`config.mk`:
```
export PLATFORM = sky130hd
export DESIGN_NAME = spi_rom_fetch
export DESIGN_NICKNAME = d
export VERILOG_FILES = /design/src/rtl/spi_rom_fetch_pkg.sv /design/src/rtl/spi_rom_fetch_timer.sv /design/src/rtl/spi_rom_fetch_sync.sv /design/src/rtl/spi_rom_fetch_seq.sv /design/src/rtl/spi_rom_fetch.sv
export SDC_FILE = /design/constraint.sdc
export NUM_CORES = 1
export LEC_CHECK = 0
export CORE_MARGIN = 1
export CORE_UTILIZATION = 52
export CTS_BUF_LIST = sky130_fd_sc_hd__clkbuf_8
export CTS_CLUSTER_DIAMETER = 30
export DETAILED_ROUTE_END_ITERATION = 12
export PLACE_DENSITY_LB_ADDON = 0.1
export SKIP_LAST_GASP = 1
export SLEW_MARGIN = 20
export SYNTH_ARGS = -nofsm -noshare
export SYNTH_HDL_FRONTEND = slang
export SYNTH_HIERARCHICAL = 1
export SYNTH_SLANG_ARGS = --single-unit
```
`constraint.sdc`:
```
create_clock -name clk -period 3.9 [get_ports clk]
set_input_delay 0.78 -clock clk [delete_from_list [all_inputs] [get_ports clk]]
set_output_delay 0.78 -clock clk [all_outputs]
set_load 0.005 [all_outputs]
```
`src/rtl/spi_rom_fetch_pkg.sv`:
```
package spi_rom_fetch_pkg;

  typedef enum logic [1:0] {
    ST_IDLE,
    ST_WAKE,
    ST_XFER,
    ST_GAP
  } seq_state_e;

  localparam logic [7:0] OP_READ    = 8'h03;
  localparam logic [7:0] OP_STATUS  = 8'h05;
  localparam int         CMD_BITS   = 8;
  localparam int         ADDR_BITS  = 8;
  localparam int         DATA_BITS  = 8;
  localparam int         MAX_SLOTS  = CMD_BITS + ADDR_BITS + DATA_BITS;
  localparam int         IDX_W      = $clog2(2 * MAX_SLOTS);
  localparam int         SLOT_W     = IDX_W - 1;
  localparam logic [IDX_W-1:0] WAKE_LAST = IDX_W'(3);

  typedef struct packed {
    logic cs_n;
    logic sck;
    logic mosi;
  } pin_set_t;

  localparam pin_set_t PINS_IDLE = '{cs_n: 1'b1, sck: 1'b0, mosi: 1'b0};

  // number of bits sent towards the device before data clocks begin
  function automatic logic [SLOT_W-1:0] tx_bits(input logic is_status);
    return is_status ? SLOT_W'(CMD_BITS) : SLOT_W'(CMD_BITS + ADDR_BITS);
  endfunction

  // index of the final phase (clock-high) of one transaction
  function automatic logic [IDX_W-1:0] last_phase(input logic is_status);
    return IDX_W'(2 * (32'(tx_bits(is_status)) + DATA_BITS) - 1);
  endfunction

  // bit presented on the data-out pin during a given slot
  function automatic logic frame_bit(input logic is_status,
                                     input logic [7:0] addr,
                                     input logic [SLOT_W-1:0] slot);
    logic [15:0] word;
    word = {(is_status ? OP_STATUS : OP_READ), addr};
    if (slot < tx_bits(is_status)) return word[4'd15 - slot[3:0]];
    return 1'b0;
  endfunction

  function automatic logic [7:0] next_addr(input logic [7:0] a);
    return a + 8'd1;
  endfunction

endpackage

```
`src/rtl/spi_rom_fetch_timer.sv`:
```
module spi_rom_fetch_timer #(
  parameter int HALF_CYC = 4
) (
  input  logic clk,
  input  logic rst_n,
  input  logic run_i,
  output logic tick_o
);
  localparam int CW = (HALF_CYC > 1) ? $clog2(HALF_CYC) : 1;
  localparam logic [CW-1:0] LAST = CW'(HALF_CYC - 1);

  logic [CW-1:0] cnt_q;

  assign tick_o = run_i && (cnt_q == LAST);

  always_ff @(posedge clk or negedge rst_n) begin
    if (!rst_n)                 cnt_q <= '0;
    else if (!run_i || tick_o)  cnt_q <= '0;
    else                        cnt_q <= cnt_q + CW'(1);
  end


  tick_gap_chk: assert property (@(posedge clk) disable iff (!rst_n)
    tick_o |=> !tick_o);

endmodule

```
`src/rtl/spi_rom_fetch_sync.sv`:
```
module spi_rom_fetch_sync #(
  parameter int STAGES = 2
) (
  input  logic clk,
  input  logic rst_n,
  input  logic d_i,
  output logic q_o
);
  logic [STAGES-1:0] pipe_q;

  for (genvar g = 0; g < STAGES; g++) begin : g_stage
    if (g == 0) begin : g_first
      always_ff @(posedge clk or negedge rst_n) begin
        if (!rst_n) pipe_q[0] <= 1'b0;
        else        pipe_q[0] <= d_i;
      end
    end else begin : g_next
      always_ff @(posedge clk or negedge rst_n) begin
        if (!rst_n) pipe_q[g] <= 1'b0;
        else        pipe_q[g] <= pipe_q[g-1];
      end
    end
  end

  assign q_o = pipe_q[STAGES-1];

endmodule

```
`src/rtl/spi_rom_fetch_seq.sv`:
```
module spi_rom_fetch_seq
  import spi_rom_fetch_pkg::*;
#(
  parameter int CNT_W = 8
) (
  input  logic             clk,
  input  logic             rst_n,
  input  logic             start_i,
  input  logic             status_req_i,
  input  logic [7:0]       addr_i,
  input  logic [CNT_W-1:0] count_i,
  input  logic             tick_i,
  input  logic             miso_i,
  output pin_set_t         pins_o,
  output logic             busy_o,
  output logic             waking_o,
  output logic             byte_valid_o,
  output logic [7:0]       byte_data_o,
  output logic             done_o
);
  seq_state_e       state_q;
  logic [IDX_W-1:0] idx_q;
  logic             woke_q;
  logic [7:0]       addr_q;
  logic [CNT_W-1:0] left_q;
  logic             status_q;
  logic [7:0]       shreg_q;
  logic [7:0]       data_q;
  logic             valid_q;
  logic             done_q;

  logic [SLOT_W-1:0] slot;
  logic              low_half;
  logic              sample_now;
  logic              frame_end;

  assign slot       = idx_q[IDX_W-1:1];
  assign low_half   = !idx_q[0];
  assign sample_now = low_half && (slot >= tx_bits(status_q));
  assign frame_end  = (idx_q == last_phase(status_q));

  assign busy_o       = (state_q != ST_IDLE);
  assign waking_o     = (state_q == ST_WAKE);
  assign byte_valid_o = valid_q;
  assign byte_data_o  = data_q;
  assign done_o       = done_q;

  always_ff @(posedge clk or negedge rst_n) begin
    if (!rst_n) begin
      state_q  <= ST_IDLE;
      idx_q    <= '0;
      woke_q   <= 1'b0;
      addr_q   <= '0;
      left_q   <= '0;
      status_q <= 1'b0;
      shreg_q  <= '0;
      data_q   <= '0;
      valid_q  <= 1'b0;
      done_q   <= 1'b0;
    end else begin
      valid_q <= 1'b0;
      done_q  <= 1'b0;
      unique case (state_q)
        ST_IDLE: begin
          if (start_i) begin
            addr_q   <= addr_i;
            status_q <= status_req_i;
            idx_q    <= '0;
            left_q   <= status_req_i ? CNT_W'(1) : count_i;
            if (!status_req_i && (count_i == '0)) done_q  <= 1'b1;
            else                                  state_q <= woke_q ? ST_XFER : ST_WAKE;
          end
        end
        ST_WAKE: begin
          if (tick_i) begin
            if (idx_q == WAKE_LAST) begin
              state_q <= ST_XFER;
              idx_q   <= '0;
              woke_q  <= 1'b1;
            end else begin
              idx_q <= idx_q + IDX_W'(1);
            end
          end
        end
        ST_XFER: begin
          if (tick_i) begin
            if (sample_now) shreg_q <= {shreg_q[6:0], miso_i};
            if (frame_end) begin
              state_q <= ST_GAP;
              valid_q <= 1'b1;
              data_q  <= shreg_q;
            end else begin
              idx_q <= idx_q + IDX_W'(1);
            end
          end
        end
        ST_GAP: begin
          if (tick_i) begin
            if (left_q == CNT_W'(1)) begin
              state_q <= ST_IDLE;
              done_q  <= 1'b1;
            end else begin
              left_q  <= left_q - CNT_W'(1);
              addr_q  <= next_addr(addr_q);
              state_q <= ST_XFER;
              idx_q   <= '0;
            end
          end
        end
        default: state_q <= ST_IDLE;
      endcase
    end
  end

  always_comb begin
    pins_o = PINS_IDLE;
    unique case (state_q)
      ST_WAKE: pins_o.sck = !idx_q[0];
      ST_XFER: begin
        pins_o.cs_n = 1'b0;
        pins_o.sck  = idx_q[0];
        pins_o.mosi = frame_bit(status_q, addr_q, slot);
      end
      default: pins_o = PINS_IDLE;
    endcase
  end


  done_idle_chk: assert property (@(posedge clk) disable iff (!rst_n)
    done_q |-> (state_q == ST_IDLE));


  valid_gap_chk: assert property (@(posedge clk) disable iff (!rst_n)
    valid_q |-> (state_q == ST_GAP));


  valid_pulse_chk: assert property (@(posedge clk) disable iff (!rst_n)
    valid_q |=> !valid_q);


  busy_ignore_chk: assert property (@(posedge clk) disable iff (!rst_n)
    (start_i && state_q != ST_IDLE) |=> $stable(status_q));

endmodule

```
`src/rtl/spi_rom_fetch.sv`:
```
module spi_rom_fetch
  import spi_rom_fetch_pkg::*;
#(
  parameter int HALF_CYC    = 4,
  parameter int SYNC_STAGES = 2,
  parameter int CNT_W       = 8
) (
  input  logic             clk,
  input  logic             rst_n,
  input  logic             start_i,
  input  logic             status_req_i,
  input  logic [7:0]       addr_i,
  input  logic [CNT_W-1:0] count_i,
  output logic             byte_valid_o,
  output logic [7:0]       byte_data_o,
  output logic             done_o,
  output logic             rom_cs_n_o,
  output logic             rom_sck_o,
  output logic             rom_mosi_o,
  input  logic             rom_miso_i
);
  // HALF_CYC must be at least SYNC_STAGES + 2 so synchronized data is ready
  logic     phase_tick;
  logic     seq_busy;
  logic     seq_waking;
  logic     miso_s;
  pin_set_t pins_next;
  pin_set_t pins_q;

  spi_rom_fetch_timer #(.HALF_CYC(HALF_CYC)) u_timer (
    .clk    (clk),
    .rst_n  (rst_n),
    .run_i  (seq_busy),
    .tick_o (phase_tick)
  );

  spi_rom_fetch_sync #(.STAGES(SYNC_STAGES)) u_sync (
    .clk   (clk),
    .rst_n (rst_n),
    .d_i   (rom_miso_i),
    .q_o   (miso_s)
  );

  spi_rom_fetch_seq #(.CNT_W(CNT_W)) u_seq (
    .clk          (clk),
    .rst_n        (rst_n),
    .start_i      (start_i),
    .status_req_i (status_req_i),
    .addr_i       (addr_i),
    .count_i      (count_i),
    .tick_i       (phase_tick),
    .miso_i       (miso_s),
    .pins_o       (pins_next),
    .busy_o       (seq_busy),
    .waking_o     (seq_waking),
    .byte_valid_o (byte_valid_o),
    .byte_data_o  (byte_data_o),
    .done_o       (done_o)
  );

  always_ff @(posedge clk or negedge rst_n) begin
    if (!rst_n) pins_q <= PINS_IDLE;
    else        pins_q <= pins_next;
  end

  assign rom_cs_n_o = pins_q.cs_n;
  assign rom_sck_o  = pins_q.sck;
  assign rom_mosi_o = pins_q.mosi;


  wake_clock_chk: assert property (@(posedge clk) disable iff (!rst_n)
    (rom_cs_n_o && rom_sck_o) |-> $past(seq_waking));


  mosi_stable_chk: assert property (@(posedge clk) disable iff (!rst_n)
    $rose(rom_sck_o) |-> $stable(rom_mosi_o));


  cs_release_chk: assert property (@(posedge clk) disable iff (!rst_n)
    $rose(rom_cs_n_o) |-> $past(byte_valid_o));

endmodule

```
==> results_dict.tcl <==
set metrics [dict create \
    p_sw_share_pct 24.11 \
    reg2regPathDepth 8 \
    grt_pass1_wl_mm 11.08 \
    holdPathEnd "u_sync/q_o" \
    final-instance-count-excl-fill 377 \
    synthFlopType "dfrtp_1" \
    antenna_found_initial 0 \
    synth_seq_area_share_pct 43.30 \
    drtIter0Drc 116 \
    groute.usage.overall_pct 23.56 \
    drv_cap 0 \
    top_usage_layer "met2" \
    via_per_inst 6.069 \
    hold_depth 0 \
    synthesis.area_mm2 0.002950 \
    met2_usage_pct 39.47 \
    cp_max_fo 10 \
    setup_viol_count_final 0 \
    die_w_um 77.33 \
    rsz0062_at_grt "false" \
    timing.final.crit_share_pct 65.29 \
    clkSlewWorstSetupHoldPaths_ns 0.10 \
    firstDrtPassIters 4 \
    io_buffers 33 \
    io-pin-count 34 \
    postCtsSetupRepairBufs 0 \
    syn-num-nets 305 \
    rrSetupSlack_ns 1.35 \
    finalMaxSlewViolations 0 \
    rr_startpoint "u_seq/state_q[0]" \
    hold_path_class "register to register" \
    met3_usage_pct 3.333 \
    floorplan.initialDensity_pct 53.91 \
    syn_area_per_cell_um2 10.81 \
    cts_tree "done" \
    fp-row-count 27 \
    max_freq_mhz 392.7 \
    slew_headroom_pct 41.35 \
    power.density_mw_per_mm2 263.2 \
    gp_congestion 0.8711 \
    finalPower_mw 0.9019 \
    yosys_warnings 6 \
    async_flop_share_pct 100.0 \
    holdBufCountCts 0 \
    routedWlPerCell_um 17.24 \
    comb_power_share_pct 4.8 \
    ir_drop_v 0.0001584 \
    layout-drive-gt1-share_pct 19.34 \
    cp-end-kind "register" \
    crit_type "register to register" \
    grt_start_max_net_pins 40 \
    pwr-share-seq_pct 58.9 \
    cts.repair.resized 0 \
    outcome "finished clean" \
    synthCells 273 \
    synth_edf_count 0 \
    min_from "u_sync/pipe_q[0]" \
    switchingPower_mw 0.2175 \
    ys_ff_latch 51 \
    coreArea_mm2 0.005473 \
    antenna_cells 0 \
    start_kind "register" \
    crit_required_ns 4.09 \
    setup_tns_ns 0 \
    hold_viol 0 \
    gr-total-overflow 0 \
    first_global_vias 2212 \
    critPathLaunch "u_seq/state_q[0]" \
    grt_util_met1_pct 31.65 \
    layout_setup_ws_ns 1.354 \
    die-area_mm2 0.005979 \
    antenna_left 0 \
    remaining_drc_errors 0 \
    clockPowerShare_pct 36.3 \
    final.min_clock_period_ns 2.546 \
    worstMarginPinSlew_ns 0.8797 \
    power.internal_mw 0.6845 \
    reg2reg_to "u_seq/addr_q[6]" \
    cp.arrival_ns 2.74 \
    holdWs_ns 0.3813 \
    cts_num_sinks 51 \
    chipHeight_um 77.33 \
    finalNetCount 336 \
    p_leak_nw 1.467 \
    clockBufferDepth 2 \
    wl_mm 6.498 \
    areaGrowthSynthToFinish_pct 16.16 \
    cts_buffers 5 \
    root_buffer "clkbuf_8" \
    num_vias 2288 \
    dp_hpwl_mm 4.739 \
    synth_cell_type_count 65 \
    clkLatencyLatePin_ns 0.31 \
    finClkSkew_ns 0.009924 \
    placed_cells 369 \
    pre_cts_slack_ns 1.333 \
    cts.htree.levels 2 \
]
-- state kept, by name, summed over array words and instances (netlist names) --
register / flops
u_seq/addr_q: 8
u_seq/byte_data_o: 8
u_seq/left_q: 8
u_seq/shreg_q: 8
u_seq/idx_q: 6
u_seq/state_q: 2
u_timer/cnt_q: 2
rom_cs_n_o: 1
rom_mosi_o: 1
rom_sck_o: 1
u_seq/byte_valid_o: 1
u_seq/done_o: 1
u_seq/status_q: 1
u_seq/woke_q: 1
u_sync/pipe_q: 1
u_sync/q_o: 1
-- power groups by stage --
stage               clock [mW]  sequential (mW)  combinational (mW)
finish                   0.328            0.531              0.0432
global route             0.358            0.532              0.0477
CTS                      0.337            0.531              0.0444
detailed placement           0            0.542              0.0441
global placement             0            0.541              0.0443
floorplan                    0            0.541             0.00849
-- kinds of logic (layout without fill, tap and decap cells) --
family,count (synthesis),after routing,synth area share (%)
AND/OR/NAND/NOR,79,79,16.20
multiplexers,34,34,13.91
AO/OA/AOI/OAI,70,70,18.11
buffers and inverters,28,60,3.817
flip-flops,51,51,43.30
adder cells (fa/ha/maj),11,11,4.665
-- critical path, cell delays in order, from the launching register on --
cell	delay (ns)
dfrtp_1	0.40
inv_1	0.10
ha_1	0.34
inv_2	0.19
and2_2	0.34
nand2_1	0.15
a2111oi_0	0.58
nand4_1	0.17
nor3b_1	0.16
-- final cells by class --
class | count | area (um2)
repair buffers | 35 | 340.3
inverters | 17 | 63.81
flip-flops and latches | 51 | 1277
multi-input cells | 194 | 1560
fillers | 477 | 2046
well taps | 72 | 90.09
clock buffers | 5 | 68.82
clock inverters | 3 | 26.28
-- Yosys cell counts, types with 2 or more instances --
library cell	count	area, um2
dfrtp_1	50	1251
mux2_2	21	236.5
nor3_1	17	85.08
inv_1	15	56.30
nor2_1	15	56.30
nand2_1	14	52.55
ha_1	11	137.6
a21oi_1	9	45.04
mux2i_1	7	70.07
nand3_1	7	35.03
o21ai_0	7	35.03
o21ai_1	7	35.03
buf_2	6	30.03
a211oi_1	5	37.54
clkbuf_1	5	18.77
nand4_1	4	25.02
o22ai_1	4	25.02
a2111oi_0	3	26.28
mux2_4	3	45.04
nor3_4	3	48.80
o311ai_0	3	26.28
or3_1	3	18.77
a22oi_1	2	15.01
a2bb2oi_1	2	17.52
a31oi_1	2	12.51
a32oi_1	2	17.52
inv_2	2	7.510
mux4_2	2	45.04
nand4b_1	2	17.52
nor3b_2	2	25.02
nor4b_2	2	30.03
o211a_1	2	20.02
o2bb2ai_1	2	17.52
-- worst max path at each step --
stage,endpoint
2_1_floorplan,u_seq/addr_q[7]
3_3_place_gp,u_seq/state_q[1]
3_5_place_dp,u_seq/state_q[1]
4_1_cts,u_seq/addr_q[7]
5_1_grt,u_seq/addr_q[7]
6_report,u_seq/addr_q[6]
-- cell usage in the layout (no fill, tap or decap), drive strengths merged, types with 4 or more instances in the layout --
cell type | synthesis | final
a211oi | 5 | 5
clkbuf | 5 | 5
nand3 | 7 | 7
clkdlybuf4s50 | 0 | 32
o21ai | 16 | 16
inv | 17 | 19
nor3 | 21 | 21
ha | 11 | 11
a21oi | 10 | 10
nand2 | 14 | 14
nand4 | 4 | 4
dfrtp | 50 | 50
mux2 | 24 | 24
mux2i | 8 | 8
or3 | 4 | 4
o22ai | 5 | 5
nor2 | 15 | 15
-- metal layers --
layer  vias to the layer above  wire, um
met5                         -         0
li1                       1096         -
met1                      1127      2935
met3                         6       271
met4                         0        63
met2                        59      3228
-- metrics by stage --
step                      instance area [um2]  util, %
after global routing                     3427    62.62
after floorplan                          2950        -
after detailed placement                 3332    60.88
final                                    3427    62.62
after CTS                                3427    62.62
after global placement                   3332    60.88
Note: power is estimated with default switching activity, not from simulation.
